**src/rtl/swclk_pkg.sv**
```systemverilog
package swclk_pkg;
   typedef enum logic {
      TIMING_FREE = 1'b0,
      TIMING_EXT  = 1'b1
   } timing_src_e;
endpackage

```
**src/rtl/swclk_edge_sync.sv**
```systemverilog
module swclk_edge_sync #(
   parameter int STAGES = 2
) (
   input  logic clk,
   input  logic rst_n,
   input  logic async_in,
   output logic fall_o
);
   localparam int TAPS = STAGES + 1;

   logic [TAPS-1:0] tap_q;

   generate
      if (STAGES < 2) begin : g_bad_stages
         $error("swclk_edge_sync: STAGES must be at least 2");
      end
      for (genvar g = 0; g < TAPS; g++) begin : g_tap
         if (g == 0) begin : g_first
            always_ff @(posedge clk) begin
               if (!rst_n) tap_q[0] <= 1'b1;
               else        tap_q[0] <= async_in;
            end
         end else begin : g_next
            always_ff @(posedge clk) begin
               if (!rst_n) tap_q[g] <= 1'b1;
               else        tap_q[g] <= tap_q[g-1];
            end
         end
      end
   endgenerate

   assign fall_o = tap_q[TAPS-1] & ~tap_q[TAPS-2];

   // a detected falling edge lasts a single tick
   p_fall_single_r2: assert property (@(posedge clk) disable iff (!rst_n)
      fall_o |=> !fall_o);
endmodule

```
**src/rtl/swclk_sched.sv**
```systemverilog
module swclk_sched
   import swclk_pkg::*;
#(
   parameter int PERIOD   = 25,
   parameter int SYNC_GAP = 12,
   parameter int FOLD_DIV = 3
) (
   input  logic clk,
   input  logic rst_n,
   input  logic fall_i,
   input  logic short_i,
   output logic start_o
);
   localparam int TIMEOUT  = (PERIOD * 3) / 2;
   localparam int LONGEST  = (PERIOD * FOLD_DIV > TIMEOUT) ? PERIOD * FOLD_DIV : TIMEOUT;
   localparam int CW       = $clog2(LONGEST + 1);
   localparam logic [CW-1:0] LAST_NORM = CW'(PERIOD - 1);
   localparam logic [CW-1:0] LAST_FOLD = CW'(PERIOD * FOLD_DIV - 1);
   localparam logic [CW-1:0] LAST_TMO  = CW'(TIMEOUT - 1);
   localparam logic [CW-1:0] GAP_MIN   = CW'(SYNC_GAP - 1);

   logic [CW-1:0] cnt_q;
   timing_src_e   src_q;
   logic          fold_q;
   logic          start_q;
   logic [CW-1:0] last_free;
   logic          gap_ok, edge_go, free_go, tmo_go, start_now;

   assign last_free = fold_q ? LAST_FOLD : LAST_NORM;
   assign gap_ok    = (cnt_q >= GAP_MIN);
   assign edge_go   = fall_i & gap_ok;
   assign free_go   = (src_q == TIMING_FREE) && (cnt_q == last_free);
   assign tmo_go    = (src_q == TIMING_EXT) && (cnt_q == LAST_TMO);
   assign start_now = edge_go | free_go | tmo_go;

   always_ff @(posedge clk) begin
      if (!rst_n) begin
         cnt_q   <= '0;
         src_q   <= TIMING_FREE;
         fold_q  <= 1'b0;
         start_q <= 1'b0;
      end else begin
         start_q <= start_now;
         if (start_now) begin
            cnt_q  <= '0;
            fold_q <= short_i;
            if (edge_go)     src_q <= TIMING_EXT;
            else if (tmo_go) src_q <= TIMING_FREE;
         end else begin
            cnt_q <= cnt_q + 1'b1;
         end
      end
   end

   assign start_o = start_q;

   // no start is issued closer than SYNC_GAP ticks to the previous one
   p_min_gap_r3: assert property (@(posedge clk) disable iff (!rst_n)
      start_q |-> ($past(cnt_q) >= GAP_MIN));
   // in external timing the count never passes the timeout
   p_tmo_bound_r4: assert property (@(posedge clk) disable iff (!rst_n)
      (src_q == TIMING_EXT) |-> (cnt_q <= LAST_TMO));
   // the fold setting changes only at a cycle boundary
   p_fold_boundary_r6: assert property (@(posedge clk) disable iff (!rst_n)
      !start_now |=> $stable(fold_q));
   // free-running count stays inside the selected period
   p_free_bound_r1: assert property (@(posedge clk) disable iff (!rst_n)
      (src_q == TIMING_FREE) |-> (cnt_q <= last_free));
endmodule

```
**src/rtl/swclk_on_window.sv**
```systemverilog
module swclk_on_window #(
   parameter int MIN_ON = 7
) (
   input  logic clk,
   input  logic rst_n,
   input  logic start_i,
   output logic win_o
);
   localparam int OW = $clog2(MIN_ON + 1);
   localparam logic [OW-1:0] LOAD = OW'(MIN_ON - 1);

   logic [OW-1:0] left_q;

   always_ff @(posedge clk) begin
      if (!rst_n)              left_q <= '0;
      else if (start_i)        left_q <= LOAD;
      else if (left_q != '0)   left_q <= left_q - 1'b1;
   end

   assign win_o = start_i | (left_q != '0);

   // the window is open whenever a period starts
   p_win_open_r7: assert property (@(posedge clk) disable iff (!rst_n)
      start_i |-> win_o);
   // remaining count never exceeds the window length
   p_win_bound_r7: assert property (@(posedge clk) disable iff (!rst_n)
      left_q <= LOAD);
endmodule

```
**src/rtl/swclk_gen.sv**
```systemverilog
module swclk_gen #(
   parameter int PERIOD      = 25,
   parameter int MIN_ON      = 7,
   parameter int SYNC_GAP    = 12,
   parameter int FOLD_DIV    = 3,
   parameter int SYNC_STAGES = 2
) (
   input  logic clk,
   input  logic rst_n,
   input  logic sync_in,
   input  logic short_flag,
   output logic cycle_start,
   output logic min_on
);
   generate
      if (MIN_ON < 1 || MIN_ON > SYNC_GAP) begin : g_bad_min_on
         $error("swclk_gen: MIN_ON must lie in 1..SYNC_GAP");
      end
      if (SYNC_GAP < 2 || SYNC_GAP > PERIOD) begin : g_bad_gap
         $error("swclk_gen: SYNC_GAP must lie in 2..PERIOD");
      end
      if (FOLD_DIV < 1) begin : g_bad_fold
         $error("swclk_gen: FOLD_DIV must be positive");
      end
   endgenerate

   logic fall_w;
   logic start_w;

   swclk_edge_sync #(.STAGES(SYNC_STAGES)) u_sync (
      .clk      (clk),
      .rst_n    (rst_n),
      .async_in (sync_in),
      .fall_o   (fall_w)
   );

   swclk_sched #(
      .PERIOD   (PERIOD),
      .SYNC_GAP (SYNC_GAP),
      .FOLD_DIV (FOLD_DIV)
   ) u_sched (
      .clk     (clk),
      .rst_n   (rst_n),
      .fall_i  (fall_w),
      .short_i (short_flag),
      .start_o (start_w)
   );

   swclk_on_window #(.MIN_ON(MIN_ON)) u_win (
      .clk     (clk),
      .rst_n   (rst_n),
      .start_i (start_w),
      .win_o   (min_on)
   );

   assign cycle_start = start_w;

   // the strobe is a single-tick pulse
   p_strobe_pulse_r1: assert property (@(posedge clk) disable iff (!rst_n)
      cycle_start |=> !cycle_start);
endmodule

```
**config.mk**
```make
export PLATFORM = sky130hd
export DESIGN_NAME = swclk_gen
export DESIGN_NICKNAME = d
export VERILOG_FILES = /design/src/rtl/swclk_pkg.sv /design/src/rtl/swclk_edge_sync.sv /design/src/rtl/swclk_sched.sv /design/src/rtl/swclk_on_window.sv /design/src/rtl/swclk_gen.sv
export SDC_FILE = /design/constraint.sdc
export NUM_CORES = 1
export LEC_CHECK = 0
export BUFFER_PORTS_ARGS = -buffer_cell sky130_fd_sc_hd__buf_2
export CAP_MARGIN = 0
export CORE_MARGIN = 5
export CORE_UTILIZATION = 55
export DETAILED_ROUTE_END_ITERATION = 8
export GPL_TIMING_DRIVEN = 0
export PLACE_DENSITY = 0.8
export SYNTH_ARGS = -nofsm -noshare
export SYNTH_HDL_FRONTEND = slang
export SYNTH_SLANG_ARGS = --single-unit
```
**constraint.sdc**
```tcl
create_clock -name clk -period 4.3 [get_ports clk]
set_input_delay 0.86 -clock clk [delete_from_list [all_inputs] [get_ports clk]]
set_output_delay 0.86 -clock clk [all_outputs]
set_load 0.02 [all_outputs]
```
# After elaboration in Yosys (flattened, before gate mapping)
# Index checks and enable logic that the tools add are counted.
classes:
  n_mux: 5
  bitwise: 8
  addsub: 2
  reduce_logical: 8
  n_lt_le_gt_ge: 1
  n_eq_ne: 2
op_table:
  columns: ["operator", "count"]
  rows:
  - ["$add 7x1->7 const B", 1]
  - ["$eq 7x6->1 const B", 1]
  - ["$eq 7x7->1", 1]
  - ["$ge 7x4->1 const B", 1]
  - ["$mux 7", 1]
  - ["$mux 3", 2]
  - ["$reduce_bool 2->1", 2]
  - ["$reduce_or 2->1", 2]
  - ["$not 1->1", 3]
  - ["$or 1x1->1", 3]
  - ["$reduce_bool 3->1", 1]
  - ["$sub 3x1->3 const B", 1]
  - ["$and 1x1->1", 2]
  - ["$logic_and 1x1->1", 2]
  - ["$mux 1", 2]
  - ["$reduce_and 2->1", 1]
totals:
  word_cells: 35
  out_inout_bits: 2
  ff_bits: 16
  in_bits: 4

# Depth between registers and ports, before layout
logic_depth:
  ltp_word: 6
  mapped_depth: 6
  mapped_depth_nobuf: 6

# Modules after synthesis
# A second synthesis with hierarchy kept.
unflattened:
  hier_cells: 75
  area_unflattened_um2: 726.9
by_module_without_submodules:
  columns: ["module", "cells_per_inst", "instances", "area_each_um2", "seq_area_each_um2"]
  rows:
  - ["swclk_sched", 52, 1, 471.7, 200.2]
  - ["swclk_on_window", 16, 1, 170.2, 60.1]
  - ["swclk_edge_sync", 7, 1, 85.1, 60.1]

# Worst setup path after synthesis
# Ideal clock, no wire load.
synth_path:
  path_type: "reg-to-output"
  from: "reg u_win.left_q[0]"
  to: "out min_on"
  t_required_ns: 3.440
  slack_ns: 2.420
  t_arrival_ns: 1.020
  n_path_buf: 0
  stages_incl_launch_ff: 5
  path_cell_list: "dfxtp_1 -> or2_2 -> inv_1 -> ha_1 -> nand2_1"
synth_via:
  elab_chain_len: 2
synth_lines:
  columns: ["element", "line_no", "rtl"]
  rows:
  - ["start, declared", "swclk_on_window.sv:12", "logic [OW-1:0] left_q;"]
  - ["start signal, assigned", "swclk_on_window.sv:17", "else if (left_q != '0) left_q <= left_q - 1'b1;"]
  - ["$reduce_bool 3->1", "swclk_on_window.sv:20", "assign win_o = start_i | (left_q != '0);"]
  - ["$or 1x1->1", "swclk_on_window.sv:20", null]
  - ["end, declared", "swclk_gen.sv:13", "output logic min_on"]
# Every way passes these cells.

# Final worst setup path
# Same ends and word-level chain as after synthesis.

==> results by group <==
Cells and area
  – Antenna cell count: 0
  – Share of layout cells above drive strength 1: 17.9%
  – Final instance area: about 800 µm²
  – Commonest non-fill, non-tap cells in the layout: 16 x dfxtp_1, 7 x inv_1, 7 x nor2_1
  – Nets: 93
  – P&R area growth vs syn: 11.1%
  – Most common cell after layout, fill and taps aside: dfxtp_1

Clocking
  – CTS Hold Buffers Added: 0
  – CTS root buf: clkbuf_4
  – CTS tree: done
  – CTS Buf Count: 3
  – Clk sink count: 16
  – Post-CTS Setup Repair Bufs: 0
  – CTS resizes: 0
  – Clock latency at the later pin of the worst-skew pair: 0.29 ns
  – Clock transition at path regs: ~0.09 ns
  – H-tree levels: 1
  – Clock Tree Buf Depth: 2

Logic synthesis
  – Seq/Total Area, Yosys: ~45%
  – Seq cells post-synth: 16
  – Multiplexer share of the synthesized area: under 10%
  – Mapped cell area: 718 µm²
  – Main combinational cell family by area after synthesis: simple AND/OR/NAND/NOR gates
  – Synth Warn #: 0
  – Synthesized area per cell: 9.58 µm²
  – Post-synthesis compound-gate area fraction: between 10% and 20%
  – Fraction of post-synthesis cell area in the top cell type by area: approximately 45%
  – Syn Nets: between 80 and 90
  – Synth Area in XOR/XNOR: 7.32%
  – Top post-synthesis cells by area: dfxtp_1 45%, ha_1 7.0%, xor2_1 6.1%
  – Cells after Synth: 75
  – Synth Area in Simple Gates: 23.3%
  – Post-synthesis cell type count: 24
  – Adder-Cell Fraction of Synth Area: 6.97%
  – Synth area leader: dfxtp_1

Global routing
  – Largest net degree at the start of global routing: 10
  – GR Overflow Total: 0
  – Total track usage: 12.7%
  – Initial antenna violation count: 0
  – First-pass GRT wire length: 1950 µm
  – Vias in the first global route: 508

Power and ir drop
  – Sequential share of power: 52.1%
  – Net Sw Power: 87.2 µW
  – Leakage: 0.000358 µW
  – Worst VDD drop: 0.281 mV
  – Clock power frac: 31.4%
  – Comb power frac: 16.4%
  – Pwr dens: between 300 and 400 nW/µm²
  – Sw Ratio: between 20 and 30%
  – Design internal power: 232 µW

STA
  – Hold_ws: 0.425 ns
  – Max Clk Rate: 431 MHz
  – Worst-Margin Slew: 0.309 ns
  – Fin. Hold Viols: 0
  – Max-slew violations: 0
  – Unrepaired setup endpoints after global routing: false
  – TNS Setup: 0 ns
  – Fin Clk Skew: between 0.002 and 0.003 ns
  – Tcrit/Tclk final: between 50% and 60%
  – Slew HR: 79.2%
  – # setup viols final: 0
  – Minimum clock period: 2.32 ns

Floorplanning
  – # rows: 13
  – Core area: 1270 µm²
  – IO Count: 6
  – Chip Width: between 40 and 50 µm
  – Initial Util: between 50% and 60%
  – Die H: 46.1 µm
  – Die area: 2130 µm²

Critical path
  – Critical path arrival: 1.46 ns
  – Worst Setup Path Type: flop to output port
  – Worst R2R Path Depth: 5
  – CP Max Fanout: 5
  – Worst setup SP type: flop
  – Critical-path cell list: or2_2 -> inv_1 -> ha_1 -> nand2_1 -> buf_2
  – Crit path largest cell delay: 0.34 ns
  – Setup crit end kind: output port
  – WP data required: around 3.4 ns
  – Slowest CP cell: dfxtp_1

Placement
  – RD Place Congestion: 0.787
  – Dpl hpwl: roughly 790 µm
  – # port buffers: 5
  – Placed Area: 762 µm²

Min path
  – Worst Hold Path Cells: 1
  – HP Class: flop to flop

Run
  – Max Cap Violations: 0

Routing
  – Vias: 538
  – Avg WL per Cell: 11.4 µm
  – DRT Wirelength: about 1100 µm
  – Final antenna-violating net count: 0
  – Initial DRT Pass Iterations: 4
  – Mean number of vias per cell: around 5.4
  – Initial drt markers: 7
  – Drc violations: 0

Status
  – Outcome: completed
## synth_stat cells, drive strengths merged
cell    count
a2111o      1
a211o       2
a211oi      2
a21oi       2
a31oi       1
and2b       1
and3        2
dfxtp      16
ha          4
inv         7
mux2i       2
nand2       4
nand2b      3
nand3       4
nand4b      2
nor2        7
nor3        2
o21ai       2
or2         2
or4         1
or4b        2
xnor2       1
xor2        5
## critical path, delay by kind of cell, from the launching register on
family                     cells  cell delay (ns)
adders and majority gates      1             0.25
DFF                            1             0.34
and+or+nand+nor                2             0.35
buffers and inverters          2             0.22
## power by group through the flow
stage               combinational (µW)  clock (µW)  sequential [µW]
global route                      58.8         107              168
floorplan                         40.6           0              167
detailed placement                52.7           0              170
CTS                               53.2        99.9              166
global placement                  50.6           0              169
finish                            52.4         100              166
## sequential cells by signal, indices dropped and copies added (netlist names)
name             flops
u_sched.cnt_q        7
u_sync.tap_q         3
u_win.left_q         3
u_sched.fold_q       1
u_sched.src_q        1
u_sched.start_o      1
## routing by layer
layer	part of all wire, %	wire length [µm]	global-route usage [%]
met3	3.7	42	2.34
met5	0	0	0
met1	49	549	14.1
met4	2.9	33	8.52
met2	45	503	21.7
## layout make-up
cell class	instances	area, µm²
fill	110	470
multi-input combinational	52	372
sequential	16	320
clock buffer	4	36.3
inverter	7	26.3
timing repair buffer	5	25.0
tap	15	18.8
## through the flow
step           cells  setup WS (ns)  utilization, %  total power, µW
6_report          99           1.98            62.9              319
3_5_place_dp      95           2.30            60.1              222
4_1_cts           99           1.98            62.9              319
3_3_place_gp      95           2.34            60.1              219
2_1_floorplan     75           2.42               -              208
5_1_grt           99           1.89            62.9              334
## logic make-up after synthesis
group	after synthesis
and+or+nand+nor	30
DFF	16
AOI/OAI and AO/OA	10
buffers and inverters	7
xor gates and xnor gates	6
adders and majority gates	4
muxes	2
## final timing paths
kind	from	slack, ns	to
worst min register to register	u_sync.tap_q[0]$_SDFF_PN1_	0.43	u_sync.tap_q[1]$_SDFF_PN1_
worst min-delay path	u_sync.tap_q[0]$_SDFF_PN1_	0.43	u_sync.tap_q[1]$_SDFF_PN1_
worst max register to register	u_sched.cnt_q[0]$_SDFF_PP0_	2.41	u_sched.cnt_q[3]$_SDFF_PP0_
worst max-delay path	u_win.left_q[0]$_SDFFE_PP0P_	1.98	min_on
No activity file was read; power rests on OpenSTA's default activity.
